[src/rtl/adc_clk_chain.sv]
module adc_clk_chain #(
  parameter bit LEGACY    = 1'b1,
  parameter int PRE_W     = 15,
  parameter int PRE_LSB   = 17,
  parameter int SC_W_OLD  = 10,
  parameter int SC_W_NEW  = 16,
  parameter int CONV_CLKS = 12
) (
  input  logic        clk,
  input  logic        rst_n,
  input  logic        run,
  input  logic        cfg_we,
  input  logic [31:0] cfg_wdata,
  output logic        adc_tick,
  output logic        sample_tick
);
  localparam int SC_W = LEGACY ? SC_W_OLD : SC_W_NEW;
  localparam int CW   = $clog2(CONV_CLKS);
  localparam logic [CW-1:0] CONV_LAST = CW'(CONV_CLKS - 1);

  logic            half;
  logic            pre_t;
  logic            sc_t;
  logic            step;
  logic            wrap;
  logic [SC_W-1:0] sc_sh, sc_act, sc_cnt;
  logic [CW-1:0]   conv_cnt;

  assign step = run & half;
  assign sc_t = (sc_cnt == sc_act);
  assign wrap = step & pre_t & sc_t;

  always_ff @(posedge clk or negedge rst_n)
    if (!rst_n)   half <= 1'b0;
    else if (run) half <= ~half;

  generate
    if (LEGACY) begin : g_pre
      logic [PRE_W-1:0] pre_sh, pre_act, pre_cnt;
      assign pre_t = (pre_cnt == pre_act);

      always_ff @(posedge clk or negedge rst_n)
        if (!rst_n) begin
          pre_sh  <= '0;
          pre_act <= '0;
          pre_cnt <= '0;
        end else begin
          if (cfg_we) pre_sh  <= cfg_wdata[PRE_LSB +: PRE_W];
          if (wrap)   pre_act <= pre_sh;
          if (step)   pre_cnt <= pre_t ? '0 : pre_cnt + 1'b1;
        end

      AST_PRE_RELOAD: assert property (@(posedge clk) disable iff (!rst_n)
        !$stable(pre_act) |-> adc_tick);
    end else begin : g_nopre
      assign pre_t = 1'b1;
    end
  endgenerate

  always_ff @(posedge clk or negedge rst_n)
    if (!rst_n) begin
      sc_sh  <= '0;
      sc_act <= '0;
      sc_cnt <= '0;
    end else begin
      if (cfg_we)       sc_sh  <= cfg_wdata[SC_W-1:0];
      if (wrap)         sc_act <= sc_sh;
      if (step & pre_t) sc_cnt <= sc_t ? '0 : sc_cnt + 1'b1;
    end

  always_ff @(posedge clk or negedge rst_n)
    if (!rst_n) begin
      conv_cnt    <= '0;
      adc_tick    <= 1'b0;
      sample_tick <= 1'b0;
    end else begin
      adc_tick    <= wrap;
      sample_tick <= wrap & (conv_cnt == CONV_LAST);
      if (wrap) conv_cnt <= (conv_cnt == CONV_LAST) ? '0 : conv_cnt + 1'b1;
    end

  AST_RESET_QUIET: assert property (@(posedge clk)
    !rst_n |-> !adc_tick && !sample_tick);
  AST_IDLE_QUIET: assert property (@(posedge clk) disable iff (!rst_n)
    !run |=> !adc_tick);
  AST_FREEZE: assert property (@(posedge clk) disable iff (!rst_n)
    !run |=> $stable(sc_cnt) && $stable(half) && $stable(conv_cnt));
  AST_PULSE_WIDTH: assert property (@(posedge clk) disable iff (!rst_n)
    adc_tick |=> !adc_tick);
  AST_SAMPLE_WITH_TICK: assert property (@(posedge clk) disable iff (!rst_n)
    sample_tick |-> adc_tick);
  AST_SC_RELOAD: assert property (@(posedge clk) disable iff (!rst_n)
    !$stable(sc_act) |-> adc_tick);
  AST_SC_BOUND: assert property (@(posedge clk) disable iff (!rst_n)
    sc_cnt <= sc_act);
endmodule

[config.mk]
export PLATFORM = sky130hd
export DESIGN_NAME = adc_clk_chain
export DESIGN_NICKNAME = d
export VERILOG_FILES = /design/src/rtl/adc_clk_chain.sv
export SDC_FILE = /design/constraint.sdc
export NUM_CORES = 1
export LEC_CHECK = 0
export ABC_AREA = 1
export CORE_MARGIN = 1.5
export CORE_UTILIZATION = 55
export CTS_CLUSTER_DIAMETER = 120
export DETAILED_ROUTE_END_ITERATION = 12
export DONT_BUFFER_PORTS = 1
export HOLD_SLACK_MARGIN = 0.05
export PLACE_DENSITY = 0.78
export SYNTH_ARGS = -nofsm -noshare
export SYNTH_HDL_FRONTEND = slang
export SYNTH_SLANG_ARGS = --single-unit
[constraint.sdc]
create_clock -name clk -period 2.1 [get_ports clk]
set_input_delay 0.42 -clock clk [delete_from_list [all_inputs] [get_ports clk]]
set_output_delay 0.42 -clock clk [all_outputs]
set_load 0.05 [all_outputs]
### Word level (Yosys, flattened, before mapping)

Cells that the tools add are included.

* add/sub/neg operators: 3
* shift operators: 0
* $lt $le $gt $ge: 0
* div/mod/pow operators: 0
* $mul: 0
* equality and inequality tests: 3
* reduce and logical (&&, ||, !) cells: 0
* mux-type cells: 3
* bitwise gates (word level): 5

Operator list (count)
* adder 15 x 1 -> 15 bit, second input constant: 1
* == test 15 bit: 1
* two-way mux 15 bit: 1
* adder 10 x 1 -> 10 bit, second input constant: 1
* == test 10 bit: 1
* two-way mux 10 bit: 1
* adder 4 x 1 -> 4 bit, second input constant: 1
* AND 1 bit: 4
* == test 4 bit, second input constant: 1
* two-way mux 4 bit: 1
* inverter 1 bit: 1

* bits in latches: 0
* word-level logic and storage cells: 24
* RAM bits: 0
* bits in read-only memories: 0
* memories: 0
* flip-flop bits (word level): 82

### Logic depth before layout (Yosys ltp)

* depth in word-level cells: 4
* gate-level depth with buffers: 13

### Least setup slack after synthesis

Ideal clock, no wire load.

* path type: input to register
* from: input cfg_we
* to: register g_pre.pre_sh[13]
* setup slack: 0.609 ns
* library setup time: 0.125 ns
* cell stages on the path: 3
* arrival: 1.367 ns
* required time: 1.975 ns
* cell sequence: clkbuf_1 buf_1 mux2_2

RTL lines
* start, declared: RTL line 12 `input logic cfg_we,`
* end signal, assigned: RTL line 48 `if (cfg_we) pre_sh <= cfg_wdata[PRE_LSB +: PRE_W];`
* end, declared: RTL line 39 `logic [PRE_W-1:0] pre_sh, pre_act, pre_cnt;`

No word-level cell between the ends.

### Worst setup path in the final report

* from: register g_pre.pre_cnt[13]
* to: register sc_act[0]

* cells in the longest elaborated chain, start to end: 3

RTL lines
* start, declared: RTL line 39
* start signal, assigned: RTL line 50 `if (step) pre_cnt <= pre_t ? '0 : pre_cnt + 1'b1;`
* == test 15 bit: RTL line 40 `assign pre_t = (pre_cnt == pre_act);`
* AND 1 bit (2 in series): RTL line 31 `assign wrap = step & pre_t & sc_t;`
* end signal, assigned: RTL line 67 `if (wrap) sc_act <= sc_sh;`
* end, declared: RTL line 26 `logic [SC_W-1:0] sc_sh, sc_act, sc_cnt;`

No other way between the ends.
A chain may end at the register's enable or synchronous reset.

==> run metrics <==
CP Max Fanout=24; DR pass1 iterations=4; Post-synth EDFFs=0; Post-CTS Resized=0; post-CTS setup buffers=0; YS warnings=0; final-report max-slew violation count=0; Area growth syn-to-layout=5.812%; CTS tree=built; initial antenna violation count=0; Syn Nets=512; top cell type by total area after synthesis=dfrtp_1; CP Launch Type=flop; min cycle time layout=1.741 ns; reg2reg start=g_pre.pre_cnt[13]; Worst Hold Class=primary input to async pin; initial core utilization=56.40%; first-pass GRT wire length=12210 um; Slowest cell on crit path=dfrtp_1; worst stage delay on the critical path=0.42 ns; combinational power share=10.2%; crit end category=flop; Switching Share=26.80%; vias=2934; crit-path cells=inv_1 -> nand2_1 -> nand2_1 -> nand2_1 -> nor2_1 -> nand2_1 -> nor2_4 -> buf_4 -> nand4_1 -> nand2_1; multiplexer share of the synthesized area=6.919%; layout filler cell count=626; crit path to=sc_act[0]; Fin Setup TNS=0 ns; Vias/cell=5.120; Root Driver=clkbuf_8; largest net degree at the start of global routing=83; Synth Area in Simple Gates=27.00%; violated checks=hold timing; final worst slack=0.3586 ns; FP Rows=31; Rel. slew slack=70.77%; worst hold slack=-0.2498 ns; CTS H-tree lvls=3; fin nets=508; post-place setup slack=0.3854 ns; Cell Pwr Density=772.0 mW/mm^2; sequential share of power=54.9%; Yosys reg bits=82; CP arrival=2.03 ns; Die H=89.01 um; Post-Synth XOR/XNOR Area=4.520%; Reg2Reg Setup Slack=0.36 ns; LEAKAGE=0.002173 uW; FMAX=574.3 MHz; share of cells above drive strength 1=12.03%; compound-cell area share of the yosys netlist=2.214%; Seq/Total Area, Yosys=50.43%; final hold vios=82; die footprint=0.007923 sq mm; grt total ovfl=0; RSZ-0062 raised after global routing=no; Post-Route WL=7216 um; Final Setup Violations=0; combinational family with the most area after synthesis=simple AND/OR/NAND/NOR gates; crit share post-route=82.92%; outcome=finished with violations; Synth area leaders=dfrtp_1 50%, nand2_1 14%, mux2_2 6.9%, nand4_1 5.2%, inv_1 4.3%; R2R cell count=10; core footprint=0.007214 sq mm; Synth Flop Type=dfrtp_1; final non-filler cell total=573; Total GRT Usage=20.09%; post-synthesis async set-or-reset flop share=100.0%; CTS sink cnt=82; adder-cell share of the synthesized area=0.9225%; Cell variety after synth=27; wire per inst=12.59 um; Initial DRC Count=191; Die Span X=89.01 um; Synth Cell Area=0.004069 sq mm; Port Buffer Count=0; clk_skew=0.01222 ns; Post-Syn Instances=473; Mean Syn Cell Area=8.602 sq um; CTS max path bufs=2; Placed Instances=557; diode count=0; Reg-to-Reg End=sc_act[0]; required time of the worst setup path=2.39 ns; Slew @ Worst Pin=0.4387 ns; Clock transition at path regs=0.09 ns; Switch Pwr=890.9 uW; vias in the first global route=2766; RD Place Congestion=0.8436; worst ir drop on vdd=0.0005500 V; I/O pin count=38; DRC Markers=0; post-DP HPWL=4859 um; cell internal pwr=2433 uW; Skew-Pair Late Insertion Delay=0.35 ns; total CTS buffers=9; Antenna Nets Post-Route=0; max cap viols=0; crit path from=g_pre.pre_cnt[13]; Crit path top cell by count=nand2_1; crit path kind=flop to flop; clock group share of total power=34.9%; area share of the largest cell type after synthesis=50.43%
-- worst min-delay path by stage --
stage,start,end,cells after the start
floorplan,rst_n,adc_tick,0
global placement,rst_n,g_pre.pre_sh[3],0
detailed placement,rst_n,g_pre.pre_sh[3],0
CTS,rst_n,g_pre.pre_sh[3],0
global route,rst_n,g_pre.pre_sh[3],0
finish,rst_n,g_pre.pre_sh[4],0
-- layer usage --
layer	GRT usage (%)	routed length [um]	vias to the layer above
li1	-	-	1494
met2	32.64	3468	51
met5	0	0	-
met1	26.74	3372	1384
met3	4.801	310	5
met4	6.853	66	0
-- stage by stage --
step / utilization [%] / instance area, sq um / total power [uW]
floorplan: - / 4069 / 2122
global placement: 56.89 / 4104 / 2167
detailed placement: 56.89 / 4104 / 2191
CTS: 59.68 / 4305 / 3337
global route: 59.68 / 4305 / 3477
finish: 59.68 / 4305 / 3324
-- worst max-delay path: cells and delay by family (launching register included) --
family        cells  cell delay [ns]
buf+inv           2             0.42
flops             1             0.42
simple gates      8             0.85
-- cells in the final DEF, fill, tap and decap left out, types with 2 or more instances in the layout --
master and n:
nand2_1 157, clkinvlp_4 2, nand4_1 34, inv_1 47, inv_2 4, clkbuf_8 9
xnor2_1 13, o21ai_0 10, xor2_1 8, mux2_2 25, dfrtp_1 82, ha_1 3
o21bai_1 4, buf_4 6, nor2_1 34, nand3_1 21, or2_2 2
-- kinds of logic (layout without fill, tap and decap cells) --
logic type / Yosys count / after routing
multiplexers: 25 / 25
AND/OR/NAND/NOR: 254 / 254
flip-flops: 82 / 82
AO/OA/AOI/OAI: 16 / 16
buffers and inverters: 72 / 73
adder cells (fa/ha/maj): 3 / 3
XOR/XNOR: 21 / 21
-- flip-flops by register name, summed over array words and instances (netlist names) --
register and cells:
adc_tick 1, g_pre.pre_cnt 15, sc_act 10, sc_cnt 10, g_pre.pre_act 15, g_pre.pre_sh 15
sc_sh 10, half 1, sample_tick 1, conv_cnt 4
-- power groups by stage --
stage	registers, uW	logic, uW	clock network (uW)
5_1_grt	1840	390	1240
2_1_floorplan	1810	312	0
6_report	1820	339	1160
3_5_place_dp	1850	343	0
3_3_place_gp	1840	325	0
4_1_cts	1820	340	1170
-- cell usage after synthesis, drive strengths merged (2+ instances only) --
cell type  count
ha             3
xor2           8
mux2          25
o21ai         11
nand4         34
nand3         22
clkbuf         3
xnor2         13
o21bai         4
or2            2
inv           51
nand2        158
nor2          36
buf           18
dfrtp         82
-- cell type report --
type	instances	area [sq um]	area share [%]
Timing Repair Buffer	6	45.04	1.046
Clock buffer	10	127.6	2.964
Inverter	51	191.4	4.446
Tap cell	99	123.9	2.877
Sequential cell	82	2052	47.66
Multi-Input combinational cell	319	1692	39.29
Clock inverter	6	73.82	1.715
Power figures use the tool's default switching activity.
